**src/rtl/tick_timer_pkg.sv**
```systemverilog
package tick_timer_pkg;

    typedef enum logic [1:0] {
        TT_NONE = 2'd0,
        TT_GO   = 2'd1,
        TT_HALT = 2'd2
    } tt_cmd_e;

    typedef struct packed {
        logic go;
        logic tick;
    } tt_step_t;

    // A halt always wins; otherwise a manual start or an armed event starts.
    function automatic tt_cmd_e tt_decode(input logic start, input logic stop,
                                          input logic evt, input logic auto_en);
        if (stop)
            return TT_HALT;
        else if (start || (evt && auto_en))
            return TT_GO;
        else
            return TT_NONE;
    endfunction

endpackage

```
**src/rtl/tt_control.sv**
```systemverilog
module tt_control
    import tick_timer_pkg::*;
(
    input  logic    clk,
    input  logic    rst,
    input  tt_cmd_e cmd_i,
    output logic    run_o
);
    always_ff @(posedge clk) begin
        if (rst)
            run_o <= 1'b0;
        else if (cmd_i == TT_HALT)
            run_o <= 1'b0;
        else if (cmd_i == TT_GO)
            run_o <= 1'b1;
    end

    a_r6_stop_wins: assert property (@(posedge clk) disable iff (rst)
        (cmd_i == TT_HALT) |=> !run_o);

endmodule

```
**src/rtl/tt_prescaler.sv**
```systemverilog
module tt_prescaler
    import tick_timer_pkg::*;
#(
    parameter int PSC_W = 12
) (
    input  logic             clk,
    input  logic             rst,
    input  logic [PSC_W-1:0] prescale_i,
    input  logic             even_i,
    input  logic             run_i,
    input  tt_cmd_e          cmd_i,
    output tt_step_t         step_o
);
    localparam int PW = PSC_W + 2;

    logic [PW-1:0] pcnt_q;
    logic [PW-1:0] last;
    logic          go;
    logic          adv;

    // Last phase index: 2P for the odd period, 2P+1 for the even one.
    assign last = {1'b0, prescale_i, 1'b0} + PW'(even_i);
    assign go   = (cmd_i == TT_GO);
    assign adv  = run_i && (cmd_i == TT_NONE);

    assign step_o.go   = go;
    assign step_o.tick = adv && (pcnt_q == last);

    always_ff @(posedge clk) begin
        if (rst || go)
            pcnt_q <= '0;
        else if (adv)
            pcnt_q <= (pcnt_q == last) ? '0 : pcnt_q + PW'(1);
    end

    a_r2_wrap: assert property (@(posedge clk) disable iff (rst)
        step_o.tick |=> (pcnt_q == '0));
    a_r2_bound: assert property (@(posedge clk) disable iff (rst)
        run_i |-> (pcnt_q <= last) || go || $changed(prescale_i) || $changed(even_i));

endmodule

```
**src/rtl/tt_counter.sv**
```systemverilog
module tt_counter
    import tick_timer_pkg::*;
#(
    parameter int CNT_W = 16
) (
    input  logic             clk,
    input  logic             rst,
    input  logic [CNT_W-1:0] reload_i,
    input  logic             run_i,
    input  tt_step_t         step_i,
    output logic [CNT_W-1:0] cnt_o,
    output logic             uf_o
);
    logic at_zero;
    assign at_zero = (cnt_o == '0);

    always_ff @(posedge clk) begin
        if (rst) begin
            cnt_o <= '0;
            uf_o  <= 1'b0;
        end else begin
            uf_o <= step_i.tick && at_zero;
            if (step_i.go)
                cnt_o <= reload_i;
            else if (step_i.tick)
                cnt_o <= at_zero ? reload_i : cnt_o - CNT_W'(1);
        end
    end

    a_r3_start_loads: assert property (@(posedge clk) disable iff (rst)
        step_i.go |=> (cnt_o == $past(reload_i)));
    a_r4_uf_reloads: assert property (@(posedge clk) disable iff (rst)
        uf_o |-> (cnt_o == $past(reload_i)));
    a_r5_hold: assert property (@(posedge clk) disable iff (rst)
        (!run_i && !step_i.go) |=> (cnt_o == $past(cnt_o)) && !uf_o);

endmodule

```
**src/rtl/tick_timer.sv**
```systemverilog
module tick_timer
    import tick_timer_pkg::*;
#(
    parameter int PSC_W = 12,
    parameter int CNT_W = 16
) (
    input  logic             clk,
    input  logic             rst,
    input  logic [PSC_W-1:0] cfg_prescale,
    input  logic [CNT_W-1:0] cfg_reload,
    input  logic             cfg_even,
    input  logic             cfg_auto,
    input  logic             start_stb,
    input  logic             stop_stb,
    input  logic             evt_stb,
    output logic [CNT_W-1:0] count,
    output logic             running,
    output logic             underflow
);
    tt_cmd_e  cmd;
    tt_step_t step;

    assign cmd = tt_decode(start_stb, stop_stb, evt_stb, cfg_auto);

    tt_control u_ctrl (
        .clk   (clk),
        .rst   (rst),
        .cmd_i (cmd),
        .run_o (running)
    );

    tt_prescaler #(.PSC_W(PSC_W)) u_psc (
        .clk        (clk),
        .rst        (rst),
        .prescale_i (cfg_prescale),
        .even_i     (cfg_even),
        .run_i      (running),
        .cmd_i      (cmd),
        .step_o     (step)
    );

    tt_counter #(.CNT_W(CNT_W)) u_cnt (
        .clk      (clk),
        .rst      (rst),
        .reload_i (cfg_reload),
        .run_i    (running),
        .step_i   (step),
        .cnt_o    (count),
        .uf_o     (underflow)
    );

    a_r5_uf_only_running: assert property (@(posedge clk) disable iff (rst)
        underflow |-> running);
    a_r7_unarmed_event: assert property (@(posedge clk) disable iff (rst)
        (!running && evt_stb && !cfg_auto && !start_stb) |=> !running);

endmodule

```
**config.mk**
```make
export PLATFORM = sky130hd
export DESIGN_NAME = tick_timer
export DESIGN_NICKNAME = d
export VERILOG_FILES = /design/src/rtl/tick_timer_pkg.sv /design/src/rtl/tt_control.sv /design/src/rtl/tt_prescaler.sv /design/src/rtl/tt_counter.sv /design/src/rtl/tick_timer.sv
export SDC_FILE = /design/constraint.sdc
export NUM_CORES = 1
export LEC_CHECK = 0
export ABC_AREA = 1
export BUFFER_PORTS_ARGS = -buffer_cell sky130_fd_sc_hd__buf_2
export CAP_MARGIN = 25
export CORE_MARGIN = 2
export CORE_UTILIZATION = 24
export CTS_CLUSTER_DIAMETER = 120
export DETAILED_ROUTE_END_ITERATION = 6
export PLACE_DENSITY_LB_ADDON = 0.3
export SYNTH_ARGS = -nofsm -noshare
export SYNTH_HDL_FRONTEND = slang
export SYNTH_HIERARCHICAL = 1
export SYNTH_SLANG_ARGS = --single-unit
```
**constraint.sdc**
```tcl
create_clock -name clk -period 5.25 [get_ports clk]
set_clock_uncertainty 0.05 [all_clocks]
set_input_delay 0.7875 -clock clk [delete_from_list [all_inputs] [get_ports clk]]
set_output_delay 0.7875 -clock clk [all_outputs]
set_load 0.1 [all_outputs]
```
==> results of run 1 <==
## cells by family after synthesis
logic type,Yosys count
and+or+nand+nor,238
DFF,32
xor gates and xnor gates,14
buffers and inverters,77
AOI/OAI and AO/OA,39
adders and majority gates,4
## flip-flops by register name, indices dropped and copies added, names as in the netlist
signal,flops
u_psc/pcnt_q,14
u_ctrl/run_o,1
u_cnt/cnt_o,16
u_cnt/uf_o,1
## placed cells by master, fill, tap and decap left out, types with 7 or more instances in the layout
cell	instances
nand4_1	7
xor2_1	11
nand3_1	19
o21ai_0	19
nor2_1	53
dfxtp_1	32
a21oi_1	18
inv_1	66
buf_2	52
nor2_2	16
nand2_1	126
## cell type report
cell class | instances | area [um^2] | share of cell area
multi-input cells | 295 | 1430 | 0.501
flip-flops and latches | 32 | 641 | 0.225
inverters | 70 | 264 | 0.0925
repair buffers | 52 | 260 | 0.0912
well taps | 133 | 166 | 0.0583
clock buffers | 6 | 82.6 | 0.0289
clock inverters | 2 | 10.0 | 0.00351
## worst paths after layout
kind	start	endpoint	slack, ns
min reg2reg	u_cnt/cnt_o[15]	u_cnt/cnt_o[15]	0.47
max reg2reg	u_psc/pcnt_q[0]	u_cnt/cnt_o[12]	3.03
max	evt_stb	u_cnt/cnt_o[10]	2.65
min	u_cnt/cnt_o[15]	u_cnt/cnt_o[15]	0.47
## stage by stage
step	power [mW]	cells	worst slack (ns)	utilization
floorplan	0.494	404	2.81	-
global placement	0.542	582	2.47	0.284
detailed placement	0.544	582	2.34	0.284
CTS	0.755	590	2.64	0.293
global route	0.797	590	2.38	0.293
finish	0.746	590	2.65	0.293
## power by group through the flow
stage / clock network [mW] / registers (mW) / logic [mW]
floorplan: 0 / 0.334 / 0.160
finish: 0.210 / 0.266 / 0.271
global placement: 0 / 0.272 / 0.270
detailed placement: 0 / 0.272 / 0.272
CTS: 0.216 / 0.266 / 0.273
global route: 0.228 / 0.268 / 0.301
## per-layer routing
| metal | global-route usage | share of wire | vias to the layer above |
|---|---|---|---|
| met1 | 0.149 | 0.47 | 1102 |
| met3 | 0.0282 | 0.044 | 9 |
| met2 | 0.217 | 0.47 | 52 |
| met4 | 0.0376 | 0.015 | 0 |
| li1 | - | - | 1323 |
| met5 | 0 | 0 | - |
## critical path: stages
cell and delay (ns):
buf_2 0.07, nand2_1 0.05, a21oi_2 0.20, nor2_2 0.08, nand2_4 0.11, clkinv_2 0.10
nand3_1 0.07, nor2_1 0.05, nand2_2 0.08, inv_1 0.07, nor2_2 0.29, inv_1 0.40
o21ai_0 0.28, a21oi_1 0.06
==> qor.yml, run 1 <==
run_status:
  status: "finished clean"
sta:
  slew_violations: 0
  fin_crit_ns: 2.60
  hold_violations: 0
  slew_headroom: 0.557
  final.setup.tns_ns: 0
  setup-violations-final: 0
  timing.hold.ws_ns: 0.469
  grt_setup_unrepaired: "false"
  worst_pin_slew_ns: 0.663
  fin_crit_sh: 0.496
  clock.fmax_ghz: 0.384
cts:
  cts.clk_slew.worst_paths_ns: 0.08
  post_cts_resized: 0
  numCtsBuffers: 5
  post_cts_buffers: 0
  cts_tree: "done"
  cts_root_buf: "clkbuf_8"
  postCtsHoldBufs: 0
  clockBufferDepth: 2
  cts.sink_count: 32
  clk_latency_ns: 0.29
  htreeDepth: 2
critical_path:
  cp_max_fo: 24
  crit_type: "in -> reg"
  cp-end-kind: "register"
  arrival_ns: 2.71
  worstPathRequired_ns: 5.36
  critPathLaunchType: "input port"
  reg2reg_depth: 14
synthesis:
  synthXorXnorAreaFrac: 0.0511
  yosysSeqAreaShare: 0.267
  synth_top_family_by_area: "simple AND/OR/NAND/NOR gates"
  synth_fa_ha_area_frac: 0.0209
  ys_warn_count: 6
  synthMuxAreaShare: 0
  ys_ff_latch: 32
  synth_fp_nets: 443
  synth_largest_area_cell: "dfxtp_1"
  synth.distinct_cells: 28
  synth_ff_type: "dfxtp_1"
  synth_compound_area_frac: 0.0829
  syn_inst: 404
  yosys.area_share.simple: 0.441
  syn_avg_cell_area_um2: 5.94
  synth-edff-count: 0
  syn_area_um2: 2400
  synth_area_leaders: "dfxtp_1 (27%), nand2_1 (20%), inv_1 (10%)"
  async_flop_share: 0
  yosysMostFrequentCell: "nand2_1"
  synth_top_area_frac: 0.267
  synth_top_cells_by_count: "nand2_1 (126), inv_1 (66), nor2_1 (53)"
global_route:
  grt_pass1_vias: 2366
  grt_max_degree: 25
  grt_use_total: 0.123
  antenna_found_initial: 0
  grt_overflow: 0
  grt_pass1_wl_mm: 10.9
place:
  dpl.hpwl_mm: 5.21
  place_congestion: 0.878
  portBuffers: 52
  postPlaceCellArea_um2: 2760
drt:
  ant_nets: 0
  wl_mm: 6.64
  via_count: 2486
  first_iter_violations: 68
  avgViaCountPerCell: 4.21
  post-route-drc-count: 0
  first_pass_iters: 4
  drt-wirelength-per-cell_um: 11.3
die:
  rows: 36
  chipHeight_um: 104
  dieArea_um2: 10800
  initial_utilization: 0.247
  num_io_pins: 53
  core_um2: 9730
  die_x_um: 104
power:
  p_sw_frac: 0.420
  powerDensity_nw_per_um2: 262
  switching_power_mw: 0.313
  p_leak_nw: 1.48
  seqPwrFrac: 0.356
  p_int_mw: 0.433
  ir_drop_mv: 0.0941
  combPwrFrac: 0.363
  clockPowerShare: 0.281
layout:
  area_growth_pct: 18.9
  n_antenna_cell: 0
  drive_above_1_share: 0.199
  fillers: 1107
  nNetsFinal: 495
  stdcell_area_um2: 2850
min_path:
  whs_path_depth: 2
  hold_class: "reg -> reg"
flow_run:
  drv_cap: 0
Note: power is estimated with default switching activity, not from simulation.
==> run 2, diff against run 1 <==
- clock period: 5.25 -> 2.2 ns (I/O delays scaled with it)
==> run 2 against run 1 <==
Global-route usage up 0.36 points. Worst setup slack worse by 2.4 ns. Sequential share of layout area down 0.32 points. Critical endpoint is now u_cnt/cnt_o[12].
==> qor.yml, run 2 (synthesized netlist as in run 1, its figures left out) <==
place:
  placed_cells: 585  # +0.52%
  dpl.hpwl_mm: 5.22  # about the same
  portBuffers: 52  # unchanged
  place_congestion: 0.885  # +0.79%
  pre_cts_ws_ns: 0.0545  # -2.28 ns
die:
  die_x_um: 104  # unchanged
  core_um2: 9730  # unchanged
  rows: 36  # unchanged
  initial_utilization: 0.247  # unchanged
  dieArea_um2: 10800  # unchanged
  chipHeight_um: 104  # unchanged
  num_io_pins: 53  # unchanged
sta:
  timing.hold.ws_ns: 0.280  # -0.189 ns
  fin_crit_sh: 0.871
  fin_crit_ns: 1.92
  grt_setup_unrepaired: "false"
  setup-violations-final: 0  # unchanged
  final.setup.tns_ns: 0  # unchanged
  slew_headroom: 0.669  # +0.111
  hold_violations: 0  # unchanged
  worst_slack_ns: 0.284  # -2.36 ns
  worst_pin_slew_ns: 0.501  # -0.163 ns
  clock.fmax_ghz: 0.522
  slew_violations: 0  # unchanged
drt:
  ant_nets: 0  # unchanged
  avgViaCountPerCell: 4.26  # +1.1%
  via_count: 2527  # +1.6%
  post-route-drc-count: 0  # unchanged
  drt-wirelength-per-cell_um: 11.2  # -0.70%
  wl_mm: 6.63  # -0.20%
  first_iter_violations: 78  # +15%
  first_pass_iters: 4  # unchanged
global_route:
  antenna_found_initial: 0  # unchanged
  grt_pass1_wl_mm: 11.4  # +4.9%
  grt_use_total: 0.127  # +0.00359
  grt_max_degree: 25  # unchanged
  grt_pass1_vias: 2346  # -0.85%
  grt_overflow: 0  # unchanged
layout:
  fin_util: 0.299  # +0.00592
  layout_common_cells: "nand2_1 (126), inv_1 (66), nor2_1 (53)"
  final_common_cell: "nand2_1"
  n_antenna_cell: 0  # unchanged
  largest_register_ff_count: 16  # unchanged
  nNetsFinal: 498  # +0.61%
  largestRegisters: "u_cnt/cnt_o (16), u_psc/pcnt_q (14)"
  final_cell_count_no_fill: 593  # +0.51%
  drive_above_1_share: 0.211  # +0.0117
  area_growth_pct: 21.3
  largest-register: "u_cnt/cnt_o"
cts:
  post_cts_resized: 0  # unchanged
  cts_tree: "done"
  numCtsBuffers: 5  # unchanged
  cts.sink_count: 32  # unchanged
  cts.clk_slew.worst_paths_ns: 0.08  # about the same
  post_cts_buffers: 0  # unchanged
  clk_latency_ns: 0.29  # about the same
  cts_root_buf: "clkbuf_8"
  htreeDepth: 2  # unchanged
  postCtsHoldBufs: 0  # unchanged
  clockBufferDepth: 2  # unchanged
critical_path:
  cp.buffers_inverters: 3  # -1
  cp_slowest_cell: "dfxtp_1"
  cp_cell_sequence: "nand2_1 > nand2_1 > nor2_1 > nand2_1 > nor2_2 > nand2_2 > inv_1 > nor2_2 > inv_1 > buf_12 > nand2_1 > nor2_1 > nor2_1 > nor2_1"
  crit_start: "u_psc/pcnt_q[4]"
  r2r-start: "u_psc/pcnt_q[4]"
  cp-end-kind: "register"
  slowest_delay_ns: 0.47  # +0.07 ns
  cp_max_fo: 24  # unchanged
  worstPathRequired_ns: 2.34  # -3.02 ns
  critPathLaunchType: "register"
  critPathTopFamily: "simple AND/OR/NAND/NOR gates"
  arrival_ns: 2.05  # -0.66 ns
  crit_type: "reg -> reg"
power:
  p_leak_nw: 1.50  # +1.5%
  powerDensity_nw_per_um2: 649  # +150%
  ir_drop_mv: 0.245  # +160%
flow_run:
  drv_cap: 0  # unchanged
min_path:
  hp-start: "cfg_reload[8]"
  hold_class: "in -> reg"
run_status:
  status: "finished clean"
==> run 2: final cells by class <==
| type | count | area (um^2) |
|---|---|---|
| fill | 1147 | 6820 |
| multi-input combinational | 295 | 1430 |
| sequential | 32 | 644 |
| timing repair buffer | 55 | 295 |
| inverter | 70 | 264 |
| tap | 133 | 166 |
| clock buffer | 5 | 68.8 |
| clock inverter | 3 | 42.5 |
==> run 2: metal layers <==
layer | wire (um) | GRT usage | vias to the layer above
met5 | 0 | 0 | -
met4 | 44 | 0.0261 | 0
met3 | 391 | 0.0282 | 5
met2 | 3210 | 0.218 | 62
met1 | 2980 | 0.163 | 1122
li1 | - | - | 1338
==> run 2: worst min-delay path: stages <==
cell     delay [ns]
buf_2          0.07
o21ai_0        0.07
a21oi_1        0.12
==> run 2: worst paths after layout <==
path / slack [ns] / to / depth (start not counted)
setup reg to reg: 0.28 / u_cnt/cnt_o[12] / 14
hold / removal: 0.28 / u_cnt/cnt_o[8] / 3
setup / recovery: 0.28 / u_cnt/cnt_o[12] / 14
hold reg to reg: 0.46 / u_cnt/cnt_o[15] / 2
==> run 2: stage by stage <==
stage                     total power [mW]  cell area [um^2]
after CTS                             1.91              2910
after global placement                1.30              2800
after floorplan                       1.18              2400
final                                 1.89              2910
after detailed placement              1.31              2800
after global routing                  2.01              2910
==> run 2: power breakdown <==
group | leakage (nW) | total [mW] | internal [mW] | switching (mW)
Clock | 0.0541 | 0.595 | 0.336 | 0.260
Sequential | 0.261 | 0.636 | 0.602 | 0.0340
Combinational | 1.19 | 0.657 | 0.191 | 0.466
==> run 3, diff against run 2 <==
- CTS_CLUSTER_DIAMETER: 120 -> default
- SYNTH_HIERARCHICAL: 1 -> default
==> run 3 against run 2 <==
Combinational power down 3.5%. Sequential share of layout area up 0.59 points. Core utilization down 0.43 points. Wire length fell by 4.3%. Non-clock buffer count is 1 lower. Clock power fell by 18%. Final cell count is 2.7% higher. Power shrank 6.7%. Worst hold slack worse by 0.11 ns. First-iteration DRC count up 90%. Critical path depth is 3 lower. Via count increased by 1.6%. Largest power group is now registers.
==> qor.yml, run 3 <==
cts:
  cts.sink_count: 32  # unchanged
  cts_tree: "done"
  cts_root_buf: "clkbuf_8"
  htreeDepth: 2  # unchanged
  postCtsHoldBufs: 0  # unchanged
  post_cts_resized: 0  # unchanged
  cts.clk_slew.worst_paths_ns: 0.09  # about the same
  clockBufferDepth: 2  # unchanged
  post_cts_buffers: 0  # unchanged
  numCtsBuffers: 5  # unchanged
  clk_latency_ns: 0.29  # about the same
global_route:
  grt_overflow: 0  # unchanged
  grt_pass1_wl_mm: 10.9  # -4.2%
  grt_use_total: 0.129  # +0.00241
  antenna_found_initial: 0  # unchanged
  grt_max_degree: 31  # +24%
  grt_pass1_vias: 2447  # +4.3%
place:
  place_congestion: 0.839  # -5.2%
  portBuffers: 52  # unchanged
  dpl.hpwl_mm: 4.96  # -5.0%
sta:
  hold_violations: 0  # unchanged
  slew_headroom: 0.462  # -0.207
  clock.fmax_ghz: 0.555  # +6.3%
  fin_crit_ns: 1.80  # -0.113 ns
  worst_pin_slew_ns: 0.808  # +0.307 ns
  grt_setup_unrepaired: "false"
  setup-violations-final: 0  # unchanged
  fin_crit_sh: 0.819  # -0.0514
  slew_violations: 0  # unchanged
  final.setup.tns_ns: 0  # unchanged
power:
  p_leak_nw: 1.53  # +2.0%
  p_sw_frac: 0.430  # +0.0282
  powerDensity_nw_per_um2: 623  # -4.0%
  seqPwrFrac: 0.365  # +0.028
  switching_power_mw: 0.758  # -0.16%
  ir_drop_mv: 0.289  # +18%
  clockPowerShare: 0.275  # -0.040
  combPwrFrac: 0.360  # +0.012
  p_int_mw: 1.00  # -11%
synthesis:
  synth_fp_nets: 459  # +3.6%
  synth_ff_type: "dfxtp_1"
  yosysMostFrequentCell: "nand2_1"
  synth-edff-count: 0  # unchanged
  synth.distinct_cells: 23  # -18%
  syn_area_um2: 2340  # -2.6%
  syn_avg_cell_area_um2: 5.55  # -6.5%
  synth_largest_area_cell: "dfxtp_1"
  syn_inst: 421  # +4.2%
  synth_top_area_frac: 0.274  # +0.00715
  yosysSeqAreaShare: 0.274  # +0.00715
  ys_warn_count: 0  # -6
  ys_ff_latch: 32  # unchanged
  synth_top_cells_by_count: "nand2_1 (157), nor2_1 (66), inv_1 (59)"
  async_flop_share: 0  # unchanged
  synth_area_leaders: "dfxtp_1 (27%), nand2_1 (25%), nor2_1 (11%)"
layout:
  fin_util: 0.295  # -0.00426
  layout_common_cells: "nand2_1 (157), nor2_1 (66), inv_1 (59)"
  nNetsFinal: 513  # +3.0%
  area_growth_pct: 21.1
  largest-register: "u_cnt.cnt_o"
  largest_register_ff_count: 16  # unchanged
  largestRegisters: "u_cnt.cnt_o (16), u_psc.pcnt_q (14)"
  fillers: 1127  # -1.7%
  drive_above_1_share: 0.162  # -0.0491
  final_common_cell: "nand2_1"
  n_antenna_cell: 0  # unchanged
drt:
  first_pass_iters: 4  # unchanged
  ant_nets: 0  # unchanged
  drt-wirelength-per-cell_um: 10.4  # -6.8%
  post-route-drc-count: 0  # unchanged
  avgViaCountPerCell: 4.22  # -1.0%
  first_iter_violations: 148  # +90%
  wl_mm: 6.35  # -4.3%
  via_count: 2568  # +1.6%
die:
  num_io_pins: 53  # unchanged
  die_x_um: 103  # -1.3%
  core_um2: 9590  # -1.4%
  dieArea_um2: 10500  # -2.5%
  rows: 36  # unchanged
  initial_utilization: 0.243  # -0.00305
  chipHeight_um: 103  # -1.3%
critical_path:
  cp_max_fo: 17  # -29%
  cp-end-kind: "register"
  reg2reg_setup_slack_ns: 0.40  # +0.11 ns
  worstPathRequired_ns: 2.33  # about the same
  arrival_ns: 1.94  # -0.11 ns
  critPathLaunchType: "register"
  crit_type: "reg -> reg"
run_status:
  status: "finished clean"
flow_run:
  drv_cap: 0  # unchanged
min_path:
  hold_class: "in -> reg"
-- run 3: changes by cell type in the layout (fill, tap and decap cells not counted), moves of 2 or more --
cell | previous run | this run
nand4_1 | 7 | 2
inv_1 | 66 | 59
o21ai_0 | 19 | 5
nand3_1 | 19 | 42
clkinv_2 | 2 | 0
nor2_2 | 16 | 3
xor2_1 | 11 | 7
xnor2_1 | 3 | 0
nand2_1 | 126 | 157
nor2_1 | 53 | 66
-- run 3: through the flow --
| step | setup WS, ns | hold slack [ns] | std cells | power [mW] | cell area (um^2) |
|---|---|---|---|---|---|
| 2_1_floorplan | 0.0140 | 0.359 | 421 | 1.16 | 2340 |
| 3_3_place_gp | 0.350 | 0.449 | 601 | 1.29 | 2740 |
| 3_5_place_dp | 0.362 | 0.454 | 601 | 1.30 | 2740 |
| 4_1_cts | 0.379 | 0.166 | 609 | 1.79 | 2830 |
| 5_1_grt | 0.107 | 0.171 | 609 | 1.90 | 2830 |
| 6_report | 0.397 | 0.169 | 609 | 1.76 | 2830 |
-- run 3: final timing paths --
| check | from | endpoint | cells past startpoint |
|---|---|---|---|
| hold reg to reg | u_psc.pcnt_q[12] | u_psc.pcnt_q[12] | 2 |
| hold / removal | rst | u_cnt.uf_o | 2 |
| setup / recovery | u_cnt.cnt_o[0] | u_cnt.cnt_o[7] | 11 |
| setup reg to reg | u_cnt.cnt_o[0] | u_cnt.cnt_o[7] | 11 |
-- run 3: power groups by stage --
stage / Combinational (mW) / Clock, mW / Sequential (mW)
after floorplan: 0.320 / 0 / 0.842
after global placement: 0.636 / 0 / 0.657
after detailed placement: 0.639 / 0 / 0.657
after CTS: 0.641 / 0.506 / 0.644
after global routing: 0.713 / 0.533 / 0.650
final: 0.634 / 0.485 / 0.643
-- run 3: routing by layer --
metal  track usage  part of all wire  vias up
met4        0.0236            0.0044        0
met2         0.226              0.47       49
met3        0.0312             0.038        4
li1              -                 -     1393
met1         0.163              0.49     1122
met5             0                 0        -
-- run 3: area by class of cell --
cell class | count | area [um^2] | area share
Clock buffer | 5 | 68.8 | 0.0243
Tap cell | 133 | 166 | 0.0588
Clock inverter | 3 | 23.8 | 0.00840
Multi-Input combinational cell | 320 | 1420 | 0.502
Inverter | 62 | 233 | 0.0823
Timing Repair Buffer | 54 | 275 | 0.0973
Sequential cell | 32 | 643 | 0.227
-- run 3: cells by family after synthesis --
logic type / synth area share
AOI/OAI and AO/OA: 0.0471
DFF: 0.274
xor gates and xnor gates: 0.0262
buffers and inverters: 0.118
adders and majority gates: 0.0161
and+or+nand+nor: 0.518
-- run 3: critical path, cell delays in order, from the launching register on --
cell and delay [ns]:
dfxtp_2 0.32, inv_1 0.17, ha_1 0.18, nand2_1 0.05, nor2_1 0.13, nand2_2 0.16, nand2_4 0.22, inv_2 0.12
nand2_1 0.10, nand2_1 0.05, nor2_1 0.09, nor2_1 0.05
